<file path="src/rtl/lcd_pkg.sv">
package lcd_pkg;

  typedef enum logic [2:0] {
    CODE_LEVEL = 3'd0,
    CODE_MARK  = 3'd1,
    CODE_SPACE = 3'd2,
    CODE_SPLIT = 3'd4
  } lcd_code_e;

  typedef struct packed {
    logic viol;
    logic bitv;
  } lcd_sym_t;

  localparam int SYM_W = $bits(lcd_sym_t);

  // Decode one symbol from its two halves and the previous level.
  function automatic lcd_sym_t lcd_decode(input logic [2:0] code,
                                          input logic h0,
                                          input logic h1,
                                          input logic prev);
    lcd_sym_t s;
    s.viol = 1'b0;
    s.bitv = h0;
    case (code)
      CODE_MARK:  s.bitv = h0 ^ prev;
      CODE_SPACE: s.bitv = ~(h0 ^ prev);
      CODE_SPLIT: s.viol = (h0 == h1);
      default:    s.bitv = h0;
    endcase
    return s;
  endfunction

endpackage

</file>
<file path="src/rtl/lcd_chan_dec.sv">
module lcd_chan_dec
  import lcd_pkg::*;
(
  input  logic       clk,
  input  logic       rst,
  input  logic       en,
  input  logic       skip_first,
  input  logic       stb,
  input  logic       smp,
  input  logic [2:0] code,
  output logic       sym_vld,
  output lcd_sym_t   sym
);

  logic phase;   // 0 = expecting first half
  logic half0;
  logic prev;
  logic primed;  // no strobe accepted yet since reset

  always_ff @(posedge clk) begin
    if (rst) begin
      phase   <= 1'b0;
      half0   <= 1'b0;
      prev    <= 1'b0;
      primed  <= 1'b1;
      sym_vld <= 1'b0;
      sym     <= '0;
    end else begin
      sym_vld <= 1'b0;
      if (en && stb) begin
        primed <= 1'b0;
        if (primed && skip_first) begin
          phase <= 1'b0;
        end else if (!phase) begin
          half0 <= smp;
          phase <= 1'b1;
        end else begin
          phase   <= 1'b0;
          sym     <= lcd_decode(code, half0, smp, prev);
          sym_vld <= 1'b1;
          prev    <= half0;
        end
      end
    end
  end

endmodule

</file>
<file path="src/rtl/lcd_sym_fifo.sv">
module lcd_sym_fifo #(
  parameter int W     = 2,
  parameter int DEPTH = 4
) (
  input  logic         clk,
  input  logic         rst,
  input  logic         push,
  input  logic [W-1:0] wdata,
  input  logic         pop,
  output logic [W-1:0] rdata,
  output logic         nempty,
  output logic         full
);

  localparam int AW = (DEPTH > 1) ? $clog2(DEPTH) : 1;
  localparam logic [AW-1:0] LAST = AW'(DEPTH - 1);

  logic [W-1:0]  mem [DEPTH];
  logic [AW-1:0] wp, rp;
  logic [AW:0]   cnt;
  logic          wr_ok, rd_ok;

  assign nempty = (cnt != '0);
  assign full   = (cnt == (AW+1)'(DEPTH));
  assign wr_ok  = push && !full;
  assign rd_ok  = pop && nempty;
  assign rdata  = mem[rp];

  always_ff @(posedge clk) begin
    if (wr_ok) mem[wp] <= wdata;
  end

  always_ff @(posedge clk) begin
    if (rst) begin
      wp  <= '0;
      rp  <= '0;
      cnt <= '0;
    end else begin
      if (wr_ok) wp <= (wp == LAST) ? '0 : wp + 1'b1;
      if (rd_ok) rp <= (rp == LAST) ? '0 : rp + 1'b1;
      case ({wr_ok, rd_ok})
        2'b10:   cnt <= cnt + 1'b1;
        2'b01:   cnt <= cnt - 1'b1;
        default: cnt <= cnt;
      endcase
    end
  end

endmodule

</file>
<file path="src/rtl/lcd_iq_decoder.sv">
module lcd_iq_decoder
  import lcd_pkg::*;
#(
  parameter int FIFO_DEPTH = 4
) (
  input  logic       clk,
  input  logic       rst,
  input  logic [2:0] cfg_code,
  input  logic       cfg_ilv,
  input  logic       cfg_qoff,
  input  logic       i_stb,
  input  logic       i_smp,
  input  logic       q_stb,
  input  logic       q_smp,
  output logic       dec_bit,
  output logic       dec_vld,
  output logic       dec_viol
);

  localparam int NCH = 2;  // index 0 = I, 1 = Q

  logic [NCH-1:0] ch_en, ch_skip, ch_stb, ch_smp;
  logic [NCH-1:0] sym_vld, sym_viol, push, full, nempty, pop;
  lcd_sym_t       sym  [NCH];
  lcd_sym_t       head [NCH];

  assign ch_en   = {cfg_ilv, 1'b1};
  assign ch_skip = {cfg_qoff, 1'b0};
  assign ch_stb  = {q_stb, i_stb};
  assign ch_smp  = {q_smp, i_smp};

  for (genvar g = 0; g < NCH; g++) begin : g_ch
    logic [SYM_W-1:0] rd;

    lcd_chan_dec u_dec (
      .clk        (clk),
      .rst        (rst),
      .en         (ch_en[g]),
      .skip_first (ch_skip[g]),
      .stb        (ch_stb[g]),
      .smp        (ch_smp[g]),
      .code       (cfg_code),
      .sym_vld    (sym_vld[g]),
      .sym        (sym[g])
    );

    assign push[g]     = sym_vld[g];
    assign sym_viol[g] = sym[g].viol;

    lcd_sym_fifo #(.W(SYM_W), .DEPTH(FIFO_DEPTH)) u_q (
      .clk    (clk),
      .rst    (rst),
      .push   (push[g]),
      .wdata  (sym[g]),
      .pop    (pop[g]),
      .rdata  (rd),
      .nempty (nempty[g]),
      .full   (full[g])
    );

    assign head[g] = lcd_sym_t'(rd);
  end

  // Merge stage: I first, then Q, when interleaving.
  logic turn_q;
  logic src_q;

  always_comb begin
    pop[0] = nempty[0] && (!cfg_ilv || !turn_q);
    pop[1] = nempty[1] && cfg_ilv && turn_q;
  end

  always_ff @(posedge clk) begin
    if (rst) begin
      turn_q   <= 1'b0;
      src_q    <= 1'b0;
      dec_vld  <= 1'b0;
      dec_bit  <= 1'b0;
      dec_viol <= 1'b0;
    end else begin
      dec_vld  <= |pop;
      src_q    <= pop[1];
      dec_bit  <= pop[1] ? head[1].bitv : (pop[0] & head[0].bitv);
      dec_viol <= pop[1] ? head[1].viol : (pop[0] & head[0].viol);
      if (!cfg_ilv)    turn_q <= 1'b0;
      else if (pop[0]) turn_q <= 1'b1;
      else if (pop[1]) turn_q <= 1'b0;
    end
  end

endmodule

</file>
<file path="config.mk">
export PLATFORM = sky130hd
export DESIGN_NAME = lcd_iq_decoder
export DESIGN_NICKNAME = d
export VERILOG_FILES = /design/src/rtl/lcd_pkg.sv /design/src/rtl/lcd_chan_dec.sv /design/src/rtl/lcd_sym_fifo.sv /design/src/rtl/lcd_iq_decoder.sv
export SDC_FILE = /design/constraint.sdc
export NUM_CORES = 1
export LEC_CHECK = 0
export ABC_AREA = 0
export BUFFER_PORTS_ARGS = -buffer_cell sky130_fd_sc_hd__buf_4
export CAP_MARGIN = 20
export CORE_ASPECT_RATIO = 1.75
export CORE_MARGIN = 5
export CORE_UTILIZATION = 55
export DETAILED_ROUTE_END_ITERATION = 12
export PLACE_DENSITY = 0.78
export SYNTH_ARGS = -nofsm -noshare
export SYNTH_HDL_FRONTEND = slang
export SYNTH_SLANG_ARGS = --single-unit
</file>
<file path="constraint.sdc">
create_clock -name clk -period 2.67 [get_ports clk]
set_input_delay 0.267 -clock clk [delete_from_list [all_inputs] [get_ports clk]]
set_output_delay 0.267 -clock clk [all_outputs]
set_load 0.01 [all_outputs]
</file>
==> results.py <==
metrics = {
    "synthesis": {
        "synth_area_sq_mm": 0.00219,
        "ys.flop_type": "dfxtp_1",
        "ys_seq_area_share_pct": 53.8,
        "synth_area_per_cell_sq_um": 11.6,
        "synth-edff-count": 16,
        "synth_area_leaders": "dfxtp_1, edfxtp_1, ha_1, mux2i_1, nor2_1",
        "async_flop_share_pct": 0,
        "ys_warn_count": 0,
        "synth.most_common_cell": "dfxtp_1",
        "synthTopCellsByCount": "dfxtp_1, nor2_1, edfxtp_1",
        "yosys.area.top_type": "dfxtp_1",
        "synth.distinct_cells": 32,
        "synth_seq_cells": 51,
        "syn-num-nets": 215,
        "synth_top_area_share_pct": 31.9,
        "synthCells": 190,
    },
    "critical_path": {
        "cp_cell_sequence": "o311ai_4 > inv_1 > ha_1 > inv_1 > fa_1 > xor2_1 > or3_1 > a21oi_1",
        "critPathSlowestCell": "dfxtp_1",
        "cp_top_family": "adder cells",
        "path_max_fanout": 5,
        "critical_path.endpoint_type": "flop",
        "critPathMaxStageDelay_ns": 0.46,
        "cpMostUsedCell": "inv_1",
        "cp_data_required_time_ns": 2.90,
        "worst-path-buf-inv": 2,
        "path_class": "flop to flop",
        "arrival_ns": 2.42,
        "startpoint_type": "flop",
    },
    "clock_network": {
        "clkSinkCount": 51,
        "clk_path_buf_depth": 2,
        "cts_hold_buf": 0,
        "cts_root_buffer": "clkbuf_8",
        "cts_tree": "done",
        "cts-resized-gates": 0,
        "insertion_delay_ns": 0.30,
        "cts_buffers": 5,
        "cts.htree.levels": 2,
        "clk_pin_slew_ns": 0.09,
        "post_cts_buffers": 0,
    },
    "placed_design": {
        "dp_slack_ns": 0.503,
        "dpl.hpwl_microns": 2750,
        "globalplace.congestion": 0.687,
        "io_buffers": 13,
        "placed_area_sq_mm": 0.00235,
    },
    "run": {
        "drv_cap": 0,
    },
    "die": {
        "die_w_microns": 57.8,
        "die-area_sq_mm": 0.00540,
        "start_util_pct": 56.8,
        "num_io_pins": 14,
        "core.rowCount": 30,
        "die_h_microns": 93.6,
        "core_sq_mm": 0.00387,
    },
    "power": {
        "powerDensity_mw_per_mm2": 687,
        "vdd_drop_max_mv": 0.458,
        "p_leak_nw": 0.925,
    },
    "sta": {
        "hold_viol": 0,
        "grt_setup_unrepaired": "no",
        "fin_crit_ns": 2.19,
        "fmax_mhz": 457,
        "finalMaxSlewViolations": 0,
        "final.setup.tns_ns": 0,
        "tightest_slew_ns": 0.371,
        "slew_headroom_pct": 75.3,
        "min_period_over_period_pct": 82.0,
        "setup_violations": 0,
        "final.setup_skew_ns": 0.00634,
        "setup_ws_ns": 0.479,
    },
    "route": {
        "drt_first_pass_iters": 4,
        "routed_wl_microns": 3460,
        "vias": 1346,
        "wl_per_cell_microns": 13.5,
        "drt_drc_violations_left": 0,
        "final_antenna_net_count": 0,
        "vias_per_cell": 5.24,
        "drt-initial-drc-count": 12,
    },
    "finish": {
        "fin_area_sq_mm": 0.00244,
        "diodes": 0,
        "fin_util_pct": 63.1,
        "area_growth_pct": 11.2,
        "nets": 233,
        "drive_gt1_share_pct": 14.4,
    },
    "global_route": {
        "grt_pass1_vias": 1428,
        "grt_usage_pct": 15.3,
        "grt_max_degree": 32,
        "antenna_found_initial": 0,
        "grt_first_pass_wirelength_microns": 6240,
        "gr-total-overflow": 0,
    },
    "hold_path": {
        "hold_path.class": "input port to flop",
    },
    "outcome": {
        "status": "finished, final reports clean",
    },
}
logic make-up after synthesis:
kind of cell    after synthesis  share of synthesized area (%)
fa+ha+maj                    14                           8.67
buf+inv                      15                           2.57
flops                        51                           53.8
simple gates                 60                           12.9
compound gates               24                           8.38
mux                          17                           10.0
xor+xnor                      9                           3.59
metrics by stage:
step | total power [mW] | cells | hold slack (ns)
floorplan | 1.15 | 190 | 0.404
global placement | 1.22 | 249 | 0.435
detailed placement | 1.25 | 249 | 0.455
CTS | 1.70 | 257 | 0.211
global route | 1.79 | 257 | 0.225
finish | 1.68 | 257 | 0.219
final cells by class:
cell class	count	area [sq um]
Fill cell	309	1430
Timing Repair Buffer	14	105
Sequential cell	51	1180
Clock inverter	3	22.5
Clock buffer	5	68.8
Inverter	12	45.0
Tap cell	48	60.1
Multi-Input combinational cell	124	957
per-layer routing:
layer / routed length, microns / track usage, %
met2: 2010 / 28.0
met1: 1240 / 15.5
met3: 108 / 3.18
met5: 0 / 0
met4: 100 / 8.12
report_power, final:
part | internal [mW] | total, mW | leakage (nW) | switching, mW
clock | 0.190 | 0.444 | 0.0489 | 0.255
sequential | 0.861 | 0.910 | 0.429 | 0.0487
combinational | 0.159 | 0.322 | 0.446 | 0.163
total | 1.21 | 1.68 | 0.925 | 0.466
final timing paths:
check	start	to	slack [ns]	cells past startpoint
worst max register to register	g_ch[1].u_q.cnt[2]	g_ch[1].u_q.cnt[2]	0.48	8
worst min-delay path	q_smp	g_ch[1].u_dec.half0	0.22	3
worst min register to register	g_ch[1].u_dec.primed	g_ch[1].u_dec.primed	0.48	1
worst max-delay path	g_ch[1].u_q.cnt[2]	g_ch[1].u_q.cnt[2]	0.48	8
state kept, by name, indices dropped and copies added (netlist names), 2 cells and up, named ones only:
signal and count:
g_ch.u_dec.half0 2, g_ch.u_dec.phase 2, g_ch.u_dec.prev 2, g_ch.u_dec.sym 4, g_ch.u_dec.sym_vld 2, g_ch.u_q.cnt 6, g_ch.u_q.mem 16, g_ch.u_q.rp 4
g_ch.u_q.wp 4
placed cells by master (no fill, tap or decap), types with 7 or more instances in the layout:
cell and instances:
a21oi_1 10, buf_4 14, nor2_1 30, edfxtp_1 16, inv_1 12, mux2i_1 13
dfxtp_1 35, nand2_1 7, and2_1 9, ha_1 12
worst reg2reg max path: stages (launching register included):
cell,delay [ns]
dfxtp_1,0.46
o311ai_4,0.15
inv_1,0.16
ha_1,0.21
inv_1,0.07
fa_1,0.43
xor2_1,0.17
or3_1,0.32
a21oi_1,0.15
(Power assumes the default switching activity.)
